`src/rtl/bor_seq_pkg.sv`:
```
package bor_seq_pkg;

  typedef struct packed {
    logic ost_req;
    logic pll_req;
    logic xtal;
  } clk_cfg_t;

  function automatic int unsigned max2(int unsigned a, int unsigned b);
    return (a > b) ? a : b;
  endfunction

  // source encodings: 000 frc, 001 frc+pll, 010 primary, 011 primary+pll,
  // 100 secondary xtal, 101 lprc, 110/111 frc divided
  function automatic clk_cfg_t decode_clk(logic [2:0] sel, logic [1:0] pmode);
    clk_cfg_t c;
    logic     pxtal;
    pxtal = (pmode == 2'b01) || (pmode == 2'b10);
    c     = '0;
    case (sel)
      3'b001: c.pll_req = 1'b1;
      3'b010: c.xtal = pxtal;
      3'b011: begin c.xtal = pxtal; c.pll_req = 1'b1; end
      3'b100: c.xtal = 1'b1;
      default: c = '0;
    endcase
    c.ost_req = c.xtal;
    return c;
  endfunction

endpackage

```
`src/rtl/bor_glitch_filt.sv`:
```
module bor_glitch_filt #(
  parameter int unsigned FILT_LEN = 3
) (
  input  logic clk_i,
  input  logic rst_ni,
  input  logic raw_i,
  output logic filt_o
);
  localparam int unsigned FW = (FILT_LEN > 1) ? $clog2(FILT_LEN) : 1;

  logic [1:0]    sync_q;
  logic [FW-1:0] run_q;
  logic          filt_q;

  always_ff @(posedge clk_i or negedge rst_ni) begin
    if (!rst_ni) sync_q <= '0;
    else         sync_q <= {sync_q[0], raw_i};
  end

  // flip only after FILT_LEN consecutive samples opposite to the output
  always_ff @(posedge clk_i or negedge rst_ni) begin
    if (!rst_ni) begin
      run_q  <= '0;
      filt_q <= 1'b0;
    end else if (sync_q[1] == filt_q) begin
      run_q <= '0;
    end else if (run_q == FW'(FILT_LEN - 1)) begin
      run_q  <= '0;
      filt_q <= sync_q[1];
    end else begin
      run_q <= run_q + 1'b1;
    end
  end

  assign filt_o = filt_q;

  a_r6_flip_after_run: assert property (@(posedge clk_i) disable iff (!rst_ni)
    (filt_q != $past(filt_q)) |-> ($past(sync_q[1]) == filt_q));

endmodule

```
`src/rtl/bor_cyc_timer.sv`:
```
module bor_cyc_timer #(
  parameter int unsigned W = 6
) (
  input  logic         clk_i,
  input  logic         rst_ni,
  input  logic         clr_i,
  input  logic [W-1:0] limit_i,
  output logic         done_o
);
  logic [W-1:0] cnt_q;

  always_ff @(posedge clk_i or negedge rst_ni) begin
    if (!rst_ni)                cnt_q <= '0;
    else if (clr_i)             cnt_q <= '0;
    else if (cnt_q < limit_i)   cnt_q <= cnt_q + 1'b1;
  end

  assign done_o = (cnt_q >= limit_i);

  a_r7_clr_restarts: assert property (@(posedge clk_i) disable iff (!rst_ni)
    clr_i |=> (cnt_q == '0));

endmodule

```
`src/rtl/bor_rst_seq.sv`:
```
module bor_rst_seq #(
  parameter int unsigned OST_CYC  = 12,
  parameter int unsigned FSCM_CYC = 25,
  parameter int unsigned REG_CYC  = 30,
  parameter int unsigned PWRT_W   = 6,
  parameter int unsigned FILT_LEN = 3
) (
  input  logic              clk_i,
  input  logic              rst_ni,
  input  logic              bor_trip_i,
  input  logic              por_i,
  input  logic [2:0]        osc_sel_i,
  input  logic [1:0]        posc_mode_i,
  input  logic [PWRT_W-1:0] pwrt_cyc_i,
  input  logic              pll_lock_i,
  input  logic              sleep_i,
  input  logic              idle_i,
  input  logic              clr_bor_flag_i,
  input  logic              clr_por_flag_i,
  output logic              core_rst_o,
  output logic              clk_en_o,
  output logic              exec_en_o,
  output logic              bor_flag_o,
  output logic              por_flag_o
);
  import bor_seq_pkg::*;

  localparam int unsigned MAXC  = max2(max2(OST_CYC, FSCM_CYC),
                                       max2(REG_CYC, (2 ** PWRT_W) - 1));
  localparam int unsigned CNT_W = $clog2(MAXC + 1);
  localparam int unsigned NTMR  = 3;  // 0: osc start-up, 1: power-up, 2: regulator

  logic                 bor_filt;
  logic                 trig;
  clk_cfg_t             cfg;
  logic [CNT_W-1:0]     lim [NTMR];
  logic [NTMR-1:0]      tdone;
  logic                 pll_ok, clk_qual, pwr_ok;
  logic                 clk_ok_q, rel_q, exec_q;
  logic                 bor_flag_q, por_flag_q;

  bor_glitch_filt #(.FILT_LEN(FILT_LEN)) u_filt (
    .clk_i  (clk_i),
    .rst_ni (rst_ni),
    .raw_i  (bor_trip_i),
    .filt_o (bor_filt)
  );

  assign trig = por_i | bor_filt;
  assign cfg  = decode_clk(osc_sel_i, posc_mode_i);

  always_comb begin
    lim[0] = cfg.ost_req ? CNT_W'(OST_CYC) : '0;
    lim[1] = (cfg.xtal && (pwrt_cyc_i == '0)) ? CNT_W'(FSCM_CYC) : CNT_W'(pwrt_cyc_i);
    lim[2] = CNT_W'(REG_CYC);
  end

  for (genvar g = 0; g < NTMR; g++) begin : g_tmr
    bor_cyc_timer #(.W(CNT_W)) u_tmr (
      .clk_i   (clk_i),
      .rst_ni  (rst_ni),
      .clr_i   (trig),
      .limit_i (lim[g]),
      .done_o  (tdone[g])
    );
  end

  assign pll_ok   = ~cfg.pll_req | pll_lock_i;
  assign clk_qual = tdone[0] & pll_ok;
  assign pwr_ok   = clk_qual & tdone[1];

  // qualification, release and execution latch once reached, drop on trigger
  always_ff @(posedge clk_i or negedge rst_ni) begin
    if (!rst_ni) begin
      clk_ok_q <= 1'b0;
      rel_q    <= 1'b0;
      exec_q   <= 1'b0;
    end else if (trig) begin
      clk_ok_q <= 1'b0;
      rel_q    <= 1'b0;
      exec_q   <= 1'b0;
    end else begin
      clk_ok_q <= clk_ok_q | clk_qual;
      rel_q    <= rel_q | pwr_ok;
      exec_q   <= exec_q | (pwr_ok & tdone[2]);
    end
  end

  always_ff @(posedge clk_i or negedge rst_ni) begin
    if (!rst_ni) begin
      bor_flag_q <= 1'b0;
      por_flag_q <= 1'b0;
    end else begin
      if (bor_filt)            bor_flag_q <= 1'b1;
      else if (clr_bor_flag_i) bor_flag_q <= 1'b0;
      if (por_i)               por_flag_q <= 1'b1;
      else if (clr_por_flag_i) por_flag_q <= 1'b0;
    end
  end

  assign core_rst_o = ~rel_q;
  assign clk_en_o   = clk_ok_q & ~sleep_i;
  assign exec_en_o  = exec_q & ~sleep_i & ~idle_i;
  assign bor_flag_o = bor_flag_q;
  assign por_flag_o = por_flag_q;

  a_r7_trip_forces_rst: assert property (@(posedge clk_i) disable iff (!rst_ni)
    trig |=> core_rst_o);
  a_r3_release_needs_clk: assert property (@(posedge clk_i) disable iff (!rst_ni)
    rel_q |-> clk_ok_q);
  a_r9_exec_needs_release: assert property (@(posedge clk_i) disable iff (!rst_ni)
    exec_q |-> rel_q);
  a_r8_bor_flag_sticky: assert property (@(posedge clk_i) disable iff (!rst_ni)
    (bor_flag_q && !clr_bor_flag_i) |=> bor_flag_q);
  a_r8_por_sets_flag: assert property (@(posedge clk_i) disable iff (!rst_ni)
    por_i |=> por_flag_q);
  a_r10_sleep_gates: assert property (@(posedge clk_i) disable iff (!rst_ni)
    sleep_i |-> (!clk_en_o && !exec_en_o));

endmodule

```
`config.mk`:
```
export PLATFORM = sky130hd
export DESIGN_NAME = bor_rst_seq
export DESIGN_NICKNAME = d
export VERILOG_FILES = /design/src/rtl/bor_seq_pkg.sv /design/src/rtl/bor_glitch_filt.sv /design/src/rtl/bor_cyc_timer.sv /design/src/rtl/bor_rst_seq.sv
export SDC_FILE = /design/constraint.sdc
export NUM_CORES = 1
export LEC_CHECK = 0
export CORE_MARGIN = 1
export CORE_UTILIZATION = 30
export CTS_BUF_LIST = sky130_fd_sc_hd__clkbuf_4 sky130_fd_sc_hd__clkbuf_8 sky130_fd_sc_hd__clkbuf_16
export CTS_CLUSTER_SIZE = 40
export DETAILED_ROUTE_END_ITERATION = 7
export DONT_BUFFER_PORTS = 1
export GPL_TIMING_DRIVEN = 0
export PLACE_DENSITY = 0.48
export SYNTH_ARGS = -nofsm -noshare
export SYNTH_HDL_FRONTEND = slang
export SYNTH_HIERARCHICAL = 1
export SYNTH_SLANG_ARGS = --single-unit
```
`constraint.sdc`:
```
create_clock -name clk_i -period 1.65 [get_ports clk_i]
set_input_delay 0.0825 -clock clk_i [delete_from_list [all_inputs] [get_ports clk_i]]
set_output_delay 0.0825 -clock clk_i [all_outputs]
set_load 0.05 [all_outputs]
```
-- Yosys cells after proc, flatten, opt, wreduce, memory -nomap -nowiden
Cells that the tools add are included.
- register bits after elaboration: 28
- input bits: 20
- output and inout port bits: 5
- word-level logic and storage cells: 75
- add/sub/neg operators: 4
- order comparisons: 6
- equal/unequal tests: 8
- muxes and demuxes: 19
- bitwise logic cells: 16
- reductions and logical operators: 11
- operators with widths (cell ; number):
    6-bit two-way mux ; 7
    6-bit by 1-bit adder with 6-bit output (second input constant) ; 3
    2-bit nonzero test ; 5
    1-bit two-way mux ; 8
    1-bit AND ; 6
    3-bit by 2-bit equality test with 1-bit output (second input constant) ; 2
    6-bit by 4-bit >= comparator with 1-bit output ; 1
    6-bit by 5-bit >= comparator with 1-bit output (second input constant) ; 1
    6-bit >= comparator ; 1
    6-bit logical NOT ; 1
    6-bit by 4-bit less-than comparator with 1-bit output ; 1
    6-bit by 5-bit less-than comparator with 1-bit output (second input constant) ; 1
    6-bit less-than comparator ; 1
    1-bit NOT ; 5
    1-bit OR ; 5
    2-bit equality test (second input constant) ; 2
    2-bit two-way mux ; 2
    4-bit two-way mux ; 1
    2-bit OR reduction ; 2
    3-bit by 1-bit equality test with 1-bit output (second input constant) ; 1
    3-bit equality test (second input constant) ; 1
    2-bit by 1-bit adder with 2-bit output (second input constant) ; 1
    2-bit by 1-bit equality test with 1-bit output (second input constant) ; 1
    1-bit case mux with 2 select lines ; 1
    4 further kinds ; 4

-- Logic depth before layout (Yosys ltp)
Gate-level depths: netlist of run 1.
- depth after elaboration: 10
- depth in mapped cells: 10
- depth with buffers taken out: 10

-- Modules after synthesis
The synthesis of run 1 kept the hierarchy.
- modules (own cells, without submodules) (module ; times used ; cells an instance ; area each (um^2)):
    bor_cyc_timer ; 3 ; 51 ; 466.7
    bor_rst_seq ; 1 ; 36 ; 306.5
    bor_glitch_filt ; 1 ; 10 ; 175.2

-- Least setup slack after synthesis of run 1
No wires, ideal clock.
- path kind: input -> register
- from: input port pwrt_cyc_i[2]
- to: register g_tmr[1].u_tmr.cnt_q[5]
- arrival: 1803 ps
- path slack: -278 ps
- cell stages on the path: 9
- buffers on the path: 0
- cell sequence: nor4_1 nand2_1 o21bai_1 inv_1 ha_1 a21oi_1 o221ai_2 nor3_2 mux2_4
- RTL lines (item ; line ; source):
    start: declaration ; bor_rst_seq.sv:14 ; input logic [PWRT_W-1:0] pwrt_cyc_i,
    end signal: assignment ; bor_cyc_timer.sv:15 ; else if (cnt_q < limit_i) cnt_q <= cnt_q + 1'b1;
    end: declaration ; bor_cyc_timer.sv:10 ; logic [W-1:0] cnt_q;

-- Final worst setup path of run 1
- from: register g_tmr[0].u_tmr.cnt_q[3]
- to: register g_tmr[0].u_tmr.cnt_q[4]
- cells in the longest elaborated chain, start to end: 3
- ends and longest elaborated chain (item ; line ; source):
    start: declaration ; bor_cyc_timer.sv:10 ;
    start signal: assignment ; bor_cyc_timer.sv:15 ;
    6-bit by 1-bit adder with 6-bit output ; bor_cyc_timer.sv:15 ;
    6-bit two-way mux ; bor_cyc_timer.sv:15 ;
    6-bit two-way mux ; bor_cyc_timer.sv:14 ; else if (clr_i) cnt_q <= '0;
Several ways; a longest one is shown, not always the timed one. The select of a mux whose other input is x is not followed.
A chain may end at the register's enable or synchronous reset.

==> results_dict.tcl, run 1 <==
set metrics [dict create \
    outcome "finished with violations" \
    violations "negative setup slack" \
    cpPeakStageDelay_ns 0.44 \
    hold_violations 0 \
    fin_nets 289 \
    tritoncts "yes" \
    dr_total_vias 1533 \
    io_pins 25 \
    drive_gt1_share_pct 41.3 \
    worst-setup-path-type "flop to flop" \
    grt_pass1_vias 1497 \
    fin_cells 322 \
    die-area_mm2 0.00659 \
    preCtsSetupSlack_ns -0.446 \
    yosys_warnings 6 \
    gp_congestion 0.669 \
    path_cells "ha_4, a21oi_4, o221ai_4, buf_6, or3_4, a21oi_2" \
    grt_pass1_wl_um 7010 \
    ys_types 32 \
    cp-start-kind "flop" \
    fin_ws_ns -0.0391 \
    grt_util_all_layers_pct 13.8 \
    fill_cells 564 \
    drc 0 \
    post_drt_via_cell_ratio 4.76 \
    die_h_um 81.2 \
    port_buffers 0 \
    dp_cells 282 \
    crit_slowest_cell "dfrtp_2" \
    clockBufferDepth 2 \
    areaGrowthSynthToFinish_pct 49.0 \
    wl_per_cell_um 12.9 \
    total_power_mw 2.30 \
    setup_viol 11 \
    synth_seq_cells 28 \
    cts_root_buf "clkbuf_8" \
    fin_crit_ns 1.69 \
    synthCells 199 \
    p_leak_nw 1.14 \
    avgSynthCellArea_um2 9.46 \
    placed_area_mm2 0.00216 \
    hold_slack_ns 0.121 \
    die_w_um 81.2 \
    wirelength_um 4170 \
    power_density_mw_per_mm2 819 \
    clkTransAtPathRegs_ns 0.10 \
    worst_pin_slew_ns 0.924 \
    core_area_mm2 0.00599 \
    rsz0062_at_grt "true" \
    finalInstanceArea_mm2 0.00280 \
    grt_max_degree 29 \
    antenna_found_initial 0 \
    yosysSeqAreaShare_pct 37.2 \
    grt_overflow 0 \
    clock_insertion_delay_worst_skew_ns 0.27 \
    cts-buffers-inserted 3 \
    crit_required_ns 1.86 \
    first_pass_iters 4 \
    path_buf_inv 1 \
    netlist_area_mm2 0.00188 \
    clock.fmax_mhz 592 \
    fin_skew_ns 0.00115 \
    maxCapViolCount 0 \
    relSlewSlack_pct 38.2 \
    critPathTopFamily "compound AO/OA/AOI/OAI gates" \
    ir_drop_mv 0.482 \
    drt_iter0_markers 34 \
    critPathMaxFanout 5 \
    worstHoldPathType "input pin to flop" \
    period_share_pct 102 \
    hpwl_um 2540 \
    start_util_pct 31.4 \
    slew_violations 0 \
    fp-row-count 28 \
    n_antenna_cell 0 \
    cts_max_level 1 \
    cts.sinks 28 \
    ant_nets 0 \
    endpoint_kind "flop" \
    crit_arrival_ns 1.90 \
]
## area by class of cell
type / instances / area (um^2) / area share [%]
Timing Repair Buffer: 35 / 307 / 10.9
Sequential cell: 28 / 706 / 25.2
Buffer: 3 / 11.3 / 0.402
Tap cell: 75 / 93.8 / 3.35
Clock buffer: 3 / 41.3 / 1.47
Inverter: 32 / 120 / 4.28
Clock inverter: 1 / 30.0 / 1.07
Multi-Input combinational cell: 145 / 1500 / 53.3
## cells by family (layout without fill, tap and decap cells)
kind of cell               count (synthesis)  after routing  synth area share, %
and+or+nand+nor                           62             62                 19.6
AOI/OAI and AO/OA                         36             37                 12.9
muxes                                     10             10                 6.58
other                                      2             10                0.399
xor gates and xnor gates                   5              5                 2.33
buffers and inverters                     35             74                 6.98
adders and majority gates                 21             21                 14.0
DFF                                       28             28                 37.2
## cells in the final DEF, fill, tap and decap left out, types with 3 or more instances in the layout
master / Yosys / routed
buf_4: 0 / 24
or3_1: 6 / 5
a21oi_2: 0 / 6
o221ai_4: 0 / 3
clkbuf_8: 0 / 3
mux2i_1: 3 / 3
xnor2_1: 4 / 4
nor2b_1: 7 / 7
nand3_1: 7 / 6
o21bai_1: 6 / 4
o21ai_0: 6 / 6
inv_2: 0 / 3
a21oi_4: 0 / 6
nor2_2: 3 / 3
a21oi_1: 17 / 5
inv_1: 32 / 29
dfrtp_1: 28 / 24
nand4_1: 3 / 3
nand4_4: 0 / 3
dlygate4sd3_1: 0 / 5
conb_1: 2 / 10
ha_1: 21 / 6
buf_6: 0 / 5
nor2_1: 15 / 15
dfrtp_2: 0 / 4
nand2_1: 7 / 5
clkbuf_1: 3 / 3
mux2_4: 4 / 5
nor3_2: 3 / 3
ha_4: 0 / 14
## through the flow
stage / utilization [%] / setup TNS, ns
2_1_floorplan: - / -0.813
3_3_place_gp: 36.0 / -3.69
3_5_place_dp: 36.1 / -3.74
4_1_cts: 45.6 / -0.118
5_1_grt: 46.8 / -1.41
6_report: 46.8 / -0.167
## synthesized netlist by cell type
cell      number  area [um^2]
a21oi_1       17         85.1
nor3b_1        3         22.5
or3_1          6         37.5
nand4_2        3         37.5
a31oi_1        1         6.26
dfrtp_1       28          701
a21o_1         2         15.0
a41oi_2        1         16.3
mux2_4         4         60.1
o21ai_0        6         30.0
or3b_4         1         11.3
ha_1          21          263
clkbuf_1       3         11.3
nand2_1        7         26.3
nor2_2         3         18.8
conb_1         2         7.51
nor2b_1        7         43.8
nor3_1         1         5.00
nor4_1         1         6.26
nand4_1        3         18.8
o221ai_2       3         45.0
xnor2_1        4         35.0
mux2_2         3         33.8
mux2i_1        3         30.0
nand3_1        7         35.0
inv_1         32          120
xor2_1         1         8.76
or2_2          1         6.26
o21bai_1       6         45.0
nor2_1        15         56.3
nor3_2         3         30.0
nor2b_4        1         13.8
## final timing paths
kind | startpoint | end | slack, ns | cells past startpoint
min in group asynchronous | rst_ni | u_filt/run_q[0] | 0.23 | 2
max | g_tmr[0].u_tmr/cnt_q[3] | g_tmr[0].u_tmr/cnt_q[4] | -0.04 | 6
max reg2reg | g_tmr[0].u_tmr/cnt_q[3] | g_tmr[0].u_tmr/cnt_q[4] | -0.04 | 6
min reg2reg | u_filt/sync_q[0] | u_filt/sync_q[1] | 0.36 | 0
min | pll_lock_i | clk_ok_q | 0.12 | 3
max in group asynchronous | rst_ni | g_tmr[0].u_tmr/cnt_q[3] | 1.25 | 2
## metal layers
| layer | up-vias | global-route usage (%) | routed length, um |
|---|---|---|---|
| li1 | 774 | - | - |
| met1 | 734 | 18.9 | 1890 |
| met2 | 19 | 22.4 | 2090 |
| met3 | 6 | 2.70 | 121 |
| met4 | 0 | 3.39 | 62 |
| met5 | - | 0 | 0 |
## worst reg2reg max path: cells and delay by family (launching register included)
kind            cells  cell delay (ns)
compound gates      3             0.45
flops               1             0.44
simple gates        1             0.33
fa+ha+maj           1             0.24
buf+inv             1             0.16
## registers in the layout (all words and copies together), names as in the netlist
register / count
exec_q: 1
por_flag_o: 1
clk_ok_q: 1
u_filt/filt_o: 1
u_filt/sync_q: 2
g_tmr.u_tmr/cnt_q: 18
u_filt/run_q: 2
bor_flag_o: 1
rel_q: 1
## power by group
group / internal (mW) / switching [mW] / leakage [nW]
combinational: 0.406 / 0.411 / 0.741
sequential: 0.785 / 0.143 / 0.366
clock: 0.325 / 0.228 / 0.0357
total: 1.52 / 0.781 / 1.14
## what timing repair did
item | CTS | global route
hold endpoints to repair | 31 | 0
cloned | 1 | 0
pin swaps | 20 | 22
hold buffers | 6 | 0
buffers inserted | 26 | 3
gates resized for setup | 34 | 12
setup endpoints to repair | 18 | 21
Note: power is estimated with default switching activity, not from simulation.
==> run 2: changes to the inputs <==
--- a/config.mk
+++ b/config.mk
@@ -12,7 +12,7 @@
 export DETAILED_ROUTE_END_ITERATION = 7
 export DONT_BUFFER_PORTS = 1
 export GPL_TIMING_DRIVEN = 0
-export PLACE_DENSITY = 0.48
+export PLACE_DENSITY_LB_ADDON = 0.2
 export SYNTH_ARGS = -nofsm -noshare
 export SYNTH_HDL_FRONTEND = slang
 export SYNTH_HIERARCHICAL = 1
==> results_dict.tcl, run 2 (same netlist as run 1, synthesis figures left out) <==
set metrics [dict create \
    r2r_setup_slack_ns -0.06 \
    fp-row-count 28 \
    critPathTopFamily "compound AO/OA/AOI/OAI gates" \
    port_buffers 0 \
    largest_registers "g_tmr.u_tmr/cnt_q: 18 flops, u_filt/run_q: 2 flops, u_filt/sync_q: 2 flops" \
    fill_cells 551 \
    cts_max_level 1 \
    drt_iter0_markers 51 \
    hold_slack_ns 0.104 \
    p_leak_nw 1.16 \
    die_h_um 81.2 \
    layout_common_cells "inv_1 (31), dfrtp_1 (24), buf_4 (24)" \
    drc 0 \
    rsz0062_at_grt "true" \
    outcome "finished with violations" \
    fin_ws_ns -0.0572 \
    cts-buffers-inserted 3 \
    cts_root_buf "clkbuf_8" \
    largest_reg_flops 18 \
    ant_nets 0 \
    fin_crit_ns 1.71 \
    grt_pass1_wl_um 6800 \
    violations "negative setup slack" \
    die_w_um 81.2 \
    power_density_mw_per_mm2 806 \
    n_antenna_cell 0 \
    ff2ff_path_depth 6 \
    gp_congestion 0.765 \
    start_util_pct 31.4 \
    hold_violations 0 \
    setup_viol 8 \
    crit_arrival_ns 1.91 \
    regMostFlops "g_tmr.u_tmr/cnt_q" \
    relSlewSlack_pct 37.5 \
    slew_violations 0 \
    startpoint "g_tmr[1].u_tmr/cnt_q[5]" \
    path_buf_inv 0 \
    path_cells "ha_4, nand4_4, o221ai_4, o21bai_4, nand3_2, a21oi_2" \
    cp-start-kind "flop" \
    areaGrowthSynthToFinish_pct 51.0 \
    post_drt_via_cell_ratio 4.59 \
    wirelength_um 3930 \
    grt_max_degree 29 \
    dr_total_vias 1477 \
    endpoint_kind "flop" \
    maxCapViolCount 0 \
    antenna_found_initial 0 \
    tritoncts "yes" \
    setup-tns-final_ns -0.245 \
    period_share_pct 103 \
    grt_pass1_vias 1479 \
    worstHoldPathType "input pin to flop" \
    cp.depth 6 \
    wl_per_cell_um 12.2 \
    r2r_end "rel_q" \
    crit_slowest_cell "dfrtp_1" \
    clockBufferDepth 2 \
    cpPeakStageDelay_ns 0.42 \
    drive_gt1_share_pct 40.5 \
    rr_startpoint "g_tmr[1].u_tmr/cnt_q[5]" \
    cts.sinks 28 \
    crit_required_ns 1.86 \
    critPathMaxFanout 7 \
    die-area_mm2 0.00659 \
    hpwl_um 2570 \
    first_pass_iters 4 \
    fin_nets 289 \
    grt_overflow 0 \
    grt_util_all_layers_pct 13.3 \
    core_area_mm2 0.00599 \
    worst_pin_slew_ns 0.935 \
    critPathCapture "rel_q" \
    worst-setup-path-type "flop to flop" \
    io_pins 25 \
    clkTransAtPathRegs_ns 0.10 \
    ir_drop_mv 0.571 \
    final_common_cell "inv_1" \
    fin_skew_ns 0.00303 \
    clock.fmax_mhz 586 \
    holdPathStages 3 \
    clock_insertion_delay_worst_skew_ns 0.27 \
]
## run 2: worst min-delay path by stage
stage / startpoint / to / slack [ns]
global route: pll_lock_i / clk_ok_q / 0.15
detailed placement: rst_ni / u_filt/sync_q[0] / -0.21
floorplan: rst_ni / bor_flag_o / -0.21
global placement: rst_ni / u_filt/sync_q[0] / -0.21
CTS: pll_lock_i / clk_ok_q / 0.11
finish: pll_lock_i / clk_ok_q / 0.10
## run 2: area by class of cell
type	instances	area (um^2)	area share, %
inverters	32	120	4.23
flip-flops and latches	28	706	24.8
clock inverters	1	30.0	1.06
well taps	75	93.8	3.30
clock buffers	3	41.3	1.45
repair buffers	35	307	10.8
multi-input cells	145	1530	53.9
plain buffers	3	11.3	0.396
## run 2: report_power, final
group	internal [mW]	total, mW	switching, mW	leakage [nW]
registers	0.785	0.933	0.148	0.366
logic	0.411	0.812	0.402	0.761
clock network	0.325	0.545	0.220	0.0357
## run 2: timing repair
item	CTS	global route
setup endpoints to repair	17	20
resized for setup	32	13
endpoints found under the hold margin	31	0
buffers inserted	23	6
cloned	1	0
hold buffers	6	0
pin swaps	17	10
## run 2: layer usage
| layer | vias up | part of all wire [%] | routed length (um) | GRT usage (%) |
|---|---|---|---|---|
| met5 | - | 0 | 0 | 0 |
| met4 | 0 | 0.69 | 27 | 2.14 |
| met3 | 4 | 3.6 | 140 | 2.58 |
| met2 | 21 | 50 | 1950 | 22.3 |
| met1 | 685 | 46 | 1810 | 17.9 |
| li1 | 767 | - | - | - |
## run 2: tightest hold or removal path, stage by stage
cell	delay, ns
or3b_4	0.12
a21oi_1	0.06
nor2_1	0.07
## run 2: stage by stage
stage,area [um^2],instances,util (%),total power [mW],setup WS [ns]
floorplan,2060,207,-,1.39,-0.174
global placement,2160,282,36.0,1.49,-0.425
detailed placement,2160,282,36.1,1.49,-0.415
CTS,2720,316,45.3,2.26,-0.0337
global route,2840,322,47.4,2.44,-0.131
finish,2840,322,47.4,2.29,-0.0572
==> run 3: changes to the inputs <==
--- a/config.mk
+++ b/config.mk
@@ -12,7 +12,7 @@
 export DETAILED_ROUTE_END_ITERATION = 7
 export DONT_BUFFER_PORTS = 1
 export GPL_TIMING_DRIVEN = 0
-export PLACE_DENSITY_LB_ADDON = 0.2
+export PLACE_DENSITY = 0.55
 export SYNTH_ARGS = -nofsm -noshare
 export SYNTH_HDL_FRONTEND = slang
 export SYNTH_HIERARCHICAL = 1
==> results_dict.tcl, run 3 (same netlist as run 1, synthesis figures left out) <==
set metrics [dict create \
    holdPathStages 3 \
    port_buffers 0 \
    grt_util_all_layers_pct 13.1 \
    hpwl_um 2470 \
    fin_nets 288 \
    wirelength_um 3930 \
    cts-buffers-inserted 3 \
    core_area_mm2 0.00599 \
    fill_cells 554 \
    grt_pass1_vias 1538 \
    outcome "finished with violations" \
    worstHoldPathType "input pin to flop" \
    ff2ff_path_depth 6 \
    cpPeakStageDelay_ns 0.44 \
    worst_pin_slew_ns 0.953 \
    tritoncts "yes" \
    grt_pass1_wl_um 6690 \
    drive_gt1_share_pct 39.8 \
    dr_total_vias 1490 \
    largest_registers "g_tmr.u_tmr/cnt_q: 18 flops, u_filt/run_q: 2 flops, u_filt/sync_q: 2 flops" \
    die-area_mm2 0.00659 \
    fin_ws_ns -0.0562 \
    regMostFlops "g_tmr.u_tmr/cnt_q" \
    slew_violations 0 \
    hold_violations 0 \
    post_drt_via_cell_ratio 4.64 \
    power_density_mw_per_mm2 811 \
    clkTransAtPathRegs_ns 0.11 \
    start_util_pct 31.4 \
    die_h_um 81.2 \
    crit_required_ns 1.83 \
    min-delay-start "pll_lock_i" \
    busiest_layer "met2" \
    rsz0062_at_grt "true" \
    io_pins 25 \
    hold_slack_ns 0.0973 \
    fin_crit_ns 1.71 \
    p_leak_nw 1.16 \
    cts_root_buf "clkbuf_8" \
    period_share_pct 103 \
    grt_max_degree 29 \
    die_w_um 81.2 \
    final_common_cell "inv_1" \
    drc 0 \
    fin_skew_ns 0.0135 \
    setup-tns-final_ns -0.235 \
    met1_usage_pct 15.8 \
    endpoint_kind "flop" \
    cp-start-kind "flop" \
    drt_iter0_markers 25 \
    met3_usage_pct 1.69 \
    cts.sinks 28 \
    critPathMaxFanout 4 \
    gp_congestion 0.693 \
    rr_startpoint "g_tmr[1].u_tmr/cnt_q[3]" \
    final_util_pct 46.8 \
    finalInstanceArea_mm2 0.00280 \
    antenna_found_initial 0 \
    crit_slowest_cell "dfrtp_2" \
    fp-row-count 28 \
    total_power_mw 2.27 \
    r2r_setup_slack_ns -0.06 \
    layout_common_cells "inv_1 (30), dfrtp_1 (24), buf_4 (24)" \
    largest_reg_flops 18 \
    worst-setup-path-type "flop to flop" \
    worstHoldEndpoint "clk_ok_q" \
    path_cells "ha_4, nand4_4, o221ai_4, buf_12, nor2_4, mux2_4" \
    relSlewSlack_pct 36.4 \
    clock.fmax_mhz 586 \
    r2r_end "g_tmr[1].u_tmr/cnt_q[2]" \
    violations "negative setup slack" \
    use_met2_pct 24.9 \
    clockBufferDepth 2 \
    first_pass_iters 4 \
    n_antenna_cell 0 \
    clock_insertion_delay_worst_skew_ns 0.28 \
    areaGrowthSynthToFinish_pct 48.9 \
    setup_viol 12 \
    cts_max_level 1 \
    wl_per_cell_um 12.2 \
    grt_overflow 0 \
    crit_arrival_ns 1.88 \
    maxCapViolCount 0 \
    placed_area_mm2 0.00216 \
    ir_drop_mv 0.660 \
    ant_nets 0 \
]
-- run 3: worst max-delay path, delay by kind of cell (launching register included) --
family | cells | cell delay, ns
AOI/OAI and AO/OA | 1 | 0.30
muxes | 1 | 0.28
buffers and inverters | 1 | 0.15
DFF | 1 | 0.44
adders and majority gates | 1 | 0.30
and+or+nand+nor | 2 | 0.15
-- run 3: power by group --
| part | total [mW] | internal, mW | leakage, nW | switching, mW |
|---|---|---|---|---|
| Combinational | 0.788 | 0.396 | 0.754 | 0.392 |
| Clock | 0.551 | 0.325 | 0.0357 | 0.226 |
| Sequential | 0.933 | 0.785 | 0.366 | 0.149 |
-- run 3: repair_timing --
| item | in CTS | in global routing |
|---|---|---|
| setup endpoints to repair | 18 | 21 |
| resized for setup | 32 | 10 |
| hold buffers | 6 | 0 |
| endpoints found under the hold margin | 31 | 0 |
| pin swaps | 16 | 9 |
| buffers inserted | 23 | 6 |
| gates cloned | 0 | 0 |
-- run 3: cell type report --
cell class	instances	area, um^2	share of cell area, %
multi-input cells	144	1490	53.0
flip-flops and latches	28	706	25.2
repair buffers	35	315	11.2
inverters	32	120	4.29
well taps	75	93.8	3.35
clock buffers	3	41.3	1.47
clock inverters	1	30.0	1.07
plain buffers	3	11.3	0.402
-- run 3: worst max path at each step --
| stage | startpoint | endpoint | slack (ns) | cells past startpoint |
|---|---|---|---|---|
| global route | g_tmr[2].u_tmr/cnt_q[1] | g_tmr[2].u_tmr/cnt_q[3] | -0.12 | 6 |
| CTS | g_tmr[2].u_tmr/cnt_q[1] | g_tmr[2].u_tmr/cnt_q[3] | -0.03 | 6 |
| detailed placement | posc_mode_i[1] | rel_q | -0.46 | 10 |
| global placement | posc_mode_i[1] | rel_q | -0.46 | 10 |
| finish | g_tmr[1].u_tmr/cnt_q[3] | g_tmr[1].u_tmr/cnt_q[2] | -0.06 | 6 |
| floorplan | pwrt_cyc_i[2] | g_tmr[1].u_tmr/cnt_q[5] | -0.17 | 9 |
-- run 3: stage by stage --
stage	instances	setup slack, ns
finish	321	-0.0562
global route	321	-0.121
global placement	282	-0.456
CTS	315	-0.0333
floorplan	207	-0.174
detailed placement	282	-0.463
-- run 3: routing by layer --
metal | share of wire, % | vias to the layer above
li1 | - | 762
met1 | 46 | 719
met2 | 53 | 7
met3 | 1.1 | 2
met4 | 0.38 | 0
met5 | 0 | -
